<file path="src/rtl/bfd_pkg.sv">
package bfd_pkg;

    localparam int FP_W = 32;
    localparam int BF_W = 16;
    localparam logic [FP_W-1:0] QNAN_DEFAULT = 32'h7FC00000;

    typedef enum logic [1:0] {
        ST_IDLE = 2'd0,
        ST_RUN  = 2'd1,
        ST_DONE = 2'd2
    } ctl_e;

    typedef enum logic [1:0] {
        PH_PROD0 = 2'd0,
        PH_PROD1 = 2'd1,
        PH_ACCUM = 2'd2
    } ph_e;

    function automatic logic [FP_W-1:0] widen_bf16(input logic [BF_W-1:0] v);
        return {v, {(FP_W-BF_W){1'b0}}};
    endfunction

endpackage

</file>
<file path="src/rtl/bfd_fmul.sv">
// FP32 multiply: round-to-odd, flush-to-zero, default NaN.
module bfd_fmul
    import bfd_pkg::*;
(
    input  logic [FP_W-1:0] mul_a,
    input  logic [FP_W-1:0] mul_b,
    output logic [FP_W-1:0] mul_z
);
    logic              sgn;
    logic [7:0]        ea, eb;
    logic [22:0]       fa, fb;
    logic              a_nan, b_nan, a_inf, b_inf, a_zero, b_zero;
    logic [47:0]       prod;
    logic signed [10:0] e_w;
    logic [22:0]       frac;
    logic              sticky;

    always_comb begin
        sgn    = mul_a[31] ^ mul_b[31];
        ea     = mul_a[30:23];
        eb     = mul_b[30:23];
        fa     = mul_a[22:0];
        fb     = mul_b[22:0];
        a_nan  = (ea == 8'hFF) && (fa != 23'd0);
        b_nan  = (eb == 8'hFF) && (fb != 23'd0);
        a_inf  = (ea == 8'hFF) && (fa == 23'd0);
        b_inf  = (eb == 8'hFF) && (fb == 23'd0);
        a_zero = (ea == 8'd0);
        b_zero = (eb == 8'd0);
        prod   = 48'({1'b1, fa}) * 48'({1'b1, fb});
        e_w    = $signed({3'b000, ea}) + $signed({3'b000, eb}) - 11'sd127;
        if (prod[47]) begin
            frac   = prod[46:24];
            sticky = |prod[23:0];
            e_w    = e_w + 11'sd1;
        end else begin
            frac   = prod[45:23];
            sticky = |prod[22:0];
        end

        if (a_nan || b_nan || (a_inf && b_zero) || (b_inf && a_zero)) begin
            mul_z = QNAN_DEFAULT;
        end else if (a_inf || b_inf) begin
            mul_z = {sgn, 8'hFF, 23'd0};
        end else if (a_zero || b_zero) begin
            mul_z = {sgn, 31'd0};
        end else if (e_w >= 11'sd255) begin
            mul_z = {sgn, 8'hFF, 23'd0};
        end else if (e_w <= 11'sd0) begin
            mul_z = {sgn, 31'd0};
        end else begin
            mul_z = {sgn, e_w[7:0], frac[22:1], frac[0] | sticky};
        end
    end

endmodule

</file>
<file path="src/rtl/bfd_fadd.sv">
// FP32 add: round-to-odd, flush-to-zero, default NaN.
module bfd_fadd
    import bfd_pkg::*;
(
    input  logic [FP_W-1:0] add_a,
    input  logic [FP_W-1:0] add_b,
    output logic [FP_W-1:0] add_z
);
    localparam int EXT_W = 27;

    logic [7:0]        ea, eb, e_big, e_sml, dexp;
    logic [22:0]       fa, fb, f_big, f_sml;
    logic              sa, sb, s_big, s_sml;
    logic              a_nan, b_nan, a_inf, b_inf, a_zero, b_zero, swap;
    logic [EXT_W-1:0]  m_big, m_sml, m_sh, lost_mask, norm;
    logic [EXT_W:0]    sum;
    logic [4:0]        lz;
    logic signed [9:0] e_w;

    always_comb begin
        {sa, ea, fa} = add_a;
        {sb, eb, fb} = add_b;
        a_nan  = (ea == 8'hFF) && (fa != 23'd0);
        b_nan  = (eb == 8'hFF) && (fb != 23'd0);
        a_inf  = (ea == 8'hFF) && (fa == 23'd0);
        b_inf  = (eb == 8'hFF) && (fb == 23'd0);
        a_zero = (ea == 8'd0);
        b_zero = (eb == 8'd0);

        swap  = {eb, fb} > {ea, fa};
        s_big = swap ? sb : sa;
        e_big = swap ? eb : ea;
        f_big = swap ? fb : fa;
        s_sml = swap ? sa : sb;
        e_sml = swap ? ea : eb;
        f_sml = swap ? fa : fb;
        dexp  = e_big - e_sml;
        m_big = {1'b1, f_big, 3'b000};
        m_sml = {1'b1, f_sml, 3'b000};

        lost_mask = '0;
        if (dexp >= 8'(EXT_W)) begin
            m_sh = {{(EXT_W-1){1'b0}}, 1'b1};
        end else begin
            lost_mask = (27'd1 << dexp) - 27'd1;
            m_sh      = m_sml >> dexp;
            m_sh[0]   = m_sh[0] | (|(m_sml & lost_mask));
        end

        if (s_big != s_sml) sum = {1'b0, m_big} - {1'b0, m_sh};
        else                sum = {1'b0, m_big} + {1'b0, m_sh};

        lz = 5'd0;
        for (int i = 0; i < EXT_W; i++) begin
            if (sum[i]) lz = 5'(EXT_W - 1 - i);
        end

        e_w = $signed({2'b00, e_big});
        if (sum[EXT_W]) begin
            norm = {sum[EXT_W:2], sum[1] | sum[0]};
            e_w  = e_w + 10'sd1;
        end else begin
            norm = sum[EXT_W-1:0] << lz;
            e_w  = e_w - $signed({5'd0, lz});
        end

        if (a_nan || b_nan || (a_inf && b_inf && (sa != sb))) begin
            add_z = QNAN_DEFAULT;
        end else if (a_inf) begin
            add_z = add_a;
        end else if (b_inf) begin
            add_z = add_b;
        end else if (a_zero && b_zero) begin
            add_z = {sa & sb, 31'd0};
        end else if (a_zero) begin
            add_z = add_b;
        end else if (b_zero) begin
            add_z = add_a;
        end else if (sum == '0) begin
            add_z = '0;
        end else if (e_w >= 10'sd255) begin
            add_z = {s_big, 8'hFF, 23'd0};
        end else if (e_w <= 10'sd0) begin
            add_z = {s_big, 31'd0};
        end else begin
            add_z = {s_big, e_w[7:0], norm[25:4], norm[3] | (|norm[2:0])};
        end
    end

endmodule

</file>
<file path="src/rtl/bfd_dot_acc.sv">
module bfd_dot_acc
    import bfd_pkg::*;
#(
    parameter int NUM_LANES = 4,
    parameter int NUM_PAIRS = 4
) (
    input  logic                        clk,
    input  logic                        rst_n,
    input  logic                        in_valid,
    output logic                        in_ready,
    input  logic                        in_wide,
    input  logic [$clog2(NUM_PAIRS)-1:0] in_idx,
    input  logic [NUM_LANES*32-1:0]     in_opa,
    input  logic [NUM_PAIRS*32-1:0]     in_opb,
    input  logic [NUM_LANES*32-1:0]     in_acc,
    output logic                        out_valid,
    output logic [NUM_LANES*32-1:0]     out_result
);
    localparam int VEC_W  = NUM_LANES * FP_W;
    localparam int LANE_W = $clog2(NUM_LANES);
    localparam logic [LANE_W-1:0] LAST_WIDE   = LANE_W'(NUM_LANES - 1);
    localparam logic [LANE_W-1:0] LAST_NARROW = LANE_W'(NUM_LANES / 2 - 1);

    typedef struct packed {
        ctl_e              state;
        ph_e               phase;
        logic [LANE_W-1:0] lane;
        logic              wide;
        logic [VEC_W-1:0]  opa;
        logic [FP_W-1:0]   bpair;
        logic [VEC_W-1:0]  acc;
        logic [FP_W-1:0]   part;
        logic [VEC_W-1:0]  res;
    } regs_t;

    regs_t q, d;

    logic [FP_W-1:0] lane_word, acc_word;
    logic [FP_W-1:0] mul_x, mul_y, mul_z, add_x, add_y, add_z;
    logic            second;
    logic            wide_q;

    assign lane_word = q.opa[q.lane*FP_W +: FP_W];
    assign acc_word  = q.acc[q.lane*FP_W +: FP_W];
    assign second    = (q.phase == PH_PROD1);
    assign mul_x     = widen_bf16(second ? lane_word[31:16] : lane_word[15:0]);
    assign mul_y     = widen_bf16(second ? q.bpair[31:16] : q.bpair[15:0]);
    assign add_x     = q.part;
    assign add_y     = second ? mul_z : acc_word;

    bfd_fmul u_mul (.mul_a(mul_x), .mul_b(mul_y), .mul_z(mul_z));
    bfd_fadd u_add (.add_a(add_x), .add_b(add_y), .add_z(add_z));

    always_comb begin
        d = q;
        case (q.state)
            ST_IDLE: begin
                if (in_valid) begin
                    d.state = ST_RUN;
                    d.phase = PH_PROD0;
                    d.lane  = '0;
                    d.wide  = in_wide;
                    d.opa   = in_opa;
                    d.bpair = in_opb[in_idx*FP_W +: FP_W];
                    d.acc   = in_acc;
                    d.res   = '0;
                end
            end
            ST_RUN: begin
                case (q.phase)
                    PH_PROD0: begin
                        d.part  = mul_z;
                        d.phase = PH_PROD1;
                    end
                    PH_PROD1: begin
                        d.part  = add_z;
                        d.phase = PH_ACCUM;
                    end
                    default: begin
                        d.res[q.lane*FP_W +: FP_W] = add_z;
                        d.phase = PH_PROD0;
                        if (q.lane == (q.wide ? LAST_WIDE : LAST_NARROW)) begin
                            d.state = ST_DONE;
                        end else begin
                            d.lane = q.lane + LANE_W'(1);
                        end
                    end
                endcase
            end
            ST_DONE: d.state = ST_IDLE;
            default: d.state = ST_IDLE;
        endcase
    end

    always_ff @(posedge clk or negedge rst_n) begin
        if (!rst_n) q <= '0;
        else        q <= d;
    end

    assign in_ready   = (q.state == ST_IDLE);
    assign out_valid  = (q.state == ST_DONE);
    assign out_result = q.res;
    assign wide_q     = q.wide;

endmodule

</file>
<file path="config.mk">
export PLATFORM = sky130hd
export DESIGN_NAME = bfd_dot_acc
export DESIGN_NICKNAME = d
export VERILOG_FILES = /design/src/rtl/bfd_pkg.sv /design/src/rtl/bfd_fmul.sv /design/src/rtl/bfd_fadd.sv /design/src/rtl/bfd_dot_acc.sv
export SDC_FILE = /design/constraint.sdc
export NUM_CORES = 2
export LEC_CHECK = 0
export BUFFER_PORTS_ARGS = -buffer_cell sky130_fd_sc_hd__buf_2
export CORE_MARGIN = 5
export CORE_UTILIZATION = 30
export CTS_CLUSTER_DIAMETER = 200
export DETAILED_ROUTE_END_ITERATION = 10
export GPL_TIMING_DRIVEN = 0
export MAX_ROUTING_LAYER = met4
export PLACE_DENSITY = 0.51
export SLEW_MARGIN = 0
export SYNTH_ARGS = -nofsm -noshare
export SYNTH_HDL_FRONTEND = slang
export SYNTH_SLANG_ARGS = --single-unit
export TNS_END_PERCENT = 20
</file>
<file path="constraint.sdc">
create_clock -name clk -period 25.7 [get_ports clk]
set_clock_uncertainty 0.1 [all_clocks]
set_input_delay 5.14 -clock clk [delete_from_list [all_inputs] [get_ports clk]]
set_output_delay 5.14 -clock clk [all_outputs]
set_load 0.01 [all_outputs]
</file>
==> impl_metrics.toml <==
[run_status]
status = "finished clean"

[synthesis]
avgSynthCellArea_um2 = 9.324
synth_seq_cells = 455
synth_fp_nets = 4354
synth_area_um2 = 35330
synth_edf_count = 0
yosys_warnings = 0
synth_cells = 3789
synth_cell_types = 111
synth.area.top_cells = "dfrtp_1 (32%), mux2_2 (10%), mux4_2 (6.1%)"
synthFlopType = "dfrtp_1"
synth_top_area_share_pct = 32.23
yosysSeqAreaShare_pct = 32.23
synthArstFlopShare_pct = 100.0
synth.largest_area_cell = "dfrtp_1"

[floorplan]
dieArea_um2 = 124700
initial_core_util_pct = 30.08
die_x_um = 353.2
chipHeight_um = 353.2
core.rowCount = 126
io_pins = 520
core-area_um2 = 117500

[place]
post-place-ws_ns = -3.938
placed_cell_area_um2 = 40000
hpwl_mm = 127.9
gp_congestion = 0.9667
dp_cells = 5850
io_buffer_count = 518

[critical_path]
cp.depth = 98
cpMaxStageDelayCell = "fa_1"
slowest_delay_ns = 0.58
crit_path_end_kind = "flop"
ff2ff_path_depth = 98
worstPathArrival_ns = 24.97
cpMostUsedCell = "a21oi_1"
cp_num_buf_inv = 21
critPathTopFamily = "compound AO/OA/AOI/OAI gates"
cp_data_required_time_ns = 26.10
path_max_fanout = 19
reg2reg_slack_ns = 1.13
worstSetupPathType = "flop to flop"
start_kind = "flop"

[sta]
period_minus_slack_ns = 24.57
finalCritPeriodShare_pct = 95.62
max_freq_mhz = 40.69
hold_viol = 0
worstMarginPinSlew_ns = 1.416
slew_viol_final = 0
maxSlewHeadroom_pct = 4.930
tns_ns = 0
setup_viol = 0
rsz0062_at_grt = "false"
layout_setup_ws_ns = 1.126

[global_routing]
grt_usage_pct = 24.95
grt_start_max_net_pins = 112
antenna_found_initial = 26
grt_pass1_vias = 32910
grt_overflow = 0
grt_pass1_wl_mm = 227.6

[drt]
wire_per_inst_um = 26.40
drtIter0Drc = 3122
antenna_left = 0
viasPerCell = 5.560
first_pass_iters = 6
vias = 33200
wl_mm = 157.6
drc = 0

[cells_and_area]
nets = 4936
mostFrequentLayoutCells = "buf_2 (533), dfrtp_1 (454), nand2_1 (397)"
layout-drive-gt1-share_pct = 29.61
fin_area_um2 = 42290
area_delta_synth_final_pct = 19.70
final_common_cell = "buf_2"
multi_input_area_um2 = 21740
instances_no_fill = 5970
regArea_um2 = 11390
n_fill_cell = 12140

[clock_network]
clk_path_buf_depth = 3
cts.htree.levels = 2
cts_hold_buf = 0
numCtsBuffers = 53
clk_pin_slew_ns = 0.07
cts.sinks = 455
clock_latency_ns = 0.64
tritoncts = "built"
cts.root.buffer_cell = "clkbuf_16"

[hold_path]
hp-class = "flop to flop"
holdPathStages = 2

[run]
cap_violations = 0
area by class of cell:
class                   instances  area share (%)
plain buffers                 343           4.394
inverters                     189           1.678
flip-flops and latches        455           26.93
well taps                    1536           4.545
diodes                         24          0.1420
clock inverters                25          0.7959
repair buffers                528           6.521
multi-input cells            2801           51.41
clock buffers                  69           3.589
sequential cells by signal, indices dropped and copies added, names as in the netlist:
| register | count |
|---|---|
| add_x | 32 |
| out_result | 128 |
| q | 294 |
| wide_q | 1 |
final timing paths:
path	from	end
max in group asynchronous	rst_n	q[394]$_DFFE_PN0P_
max	q[452]$_DFFE_PN0P_	add_x[18]$_DFFE_PN0P_
max reg2reg	q[452]$_DFFE_PN0P_	add_x[18]$_DFFE_PN0P_
min reg2reg	out_result[94]$_DFFE_PN0P_	out_result[94]$_DFFE_PN0P_
min in group asynchronous	rst_n	out_result[27]$_DFFE_PN0P_
min	out_result[94]$_DFFE_PN0P_	out_result[94]$_DFFE_PN0P_
cells in the mapped netlist (all sizes together) (39+ instances only):
master and count:
mux2 317, nand4 41, dfrtp 455, a211oi 42, inv 187, o21ai 247
nor2 285, o211ai 47, mux4 96, fa 39, ha 136, clkbuf 167
buf 177, a21oi 197, nand2 397, nand3 58, a22o 72, nor3 81
xnor2 44, mux2i 103
metrics by stage:
| stage | hold WS (ns) | util (%) |
|---|---|---|
| after floorplan | 0.3498 | - |
| after CTS | 0.3853 | 35.75 |
| after global routing | 0.4018 | 36.00 |
| final | 0.3799 | 36.01 |
| after global placement | 0.3641 | 33.92 |
| after detailed placement | 0.3720 | 34.06 |
cells by family after synthesis:
| logic type | Yosys count | share of synthesized area, % |
|---|---|---|
| and+or+nand+nor | 1095 | 14.53 |
| AOI/OAI and AO/OA | 950 | 18.22 |
| buffers and inverters | 533 | 7.168 |
| muxes | 516 | 19.15 |
| DFF | 455 | 32.23 |
| adders and majority gates | 175 | 7.026 |
| xor gates and xnor gates | 65 | 1.672 |
repair_timing:
action / in CTS / in global routing
pin swaps: 0 / 1
gates cloned: 0 / 0
resized for setup: 39 / 71
setup buffers: 0 / 3
setup endpoints to repair: 160 / 155
per-layer routing:
metal  vias up  global-route usage (%)  wire length (µm)
met5         -                       -                 0
met4         0                   6.728              4845
met3       207                   4.003             10230
met2      1332                   41.66             76320
met1     16660                   31.57             66230
li1      14990                       -                 -
worst reg2reg max path, delay by kind of cell, from the launching register on:
family                   cells  cell delay [ns]
XOR/XNOR                     1             0.17
flip-flops                   1             0.51
AO/OA/AOI/OAI               39             9.27
adder cells (fa/ha/maj)      9             3.65
buffers and inverters       21             5.16
AND/OR/NAND/NOR             24             4.48
multiplexers                 4             1.20
Power is left out: the tool's default activity adds up to more than one toggle a clock period on the data nets, which glitch-free logic cannot reach.
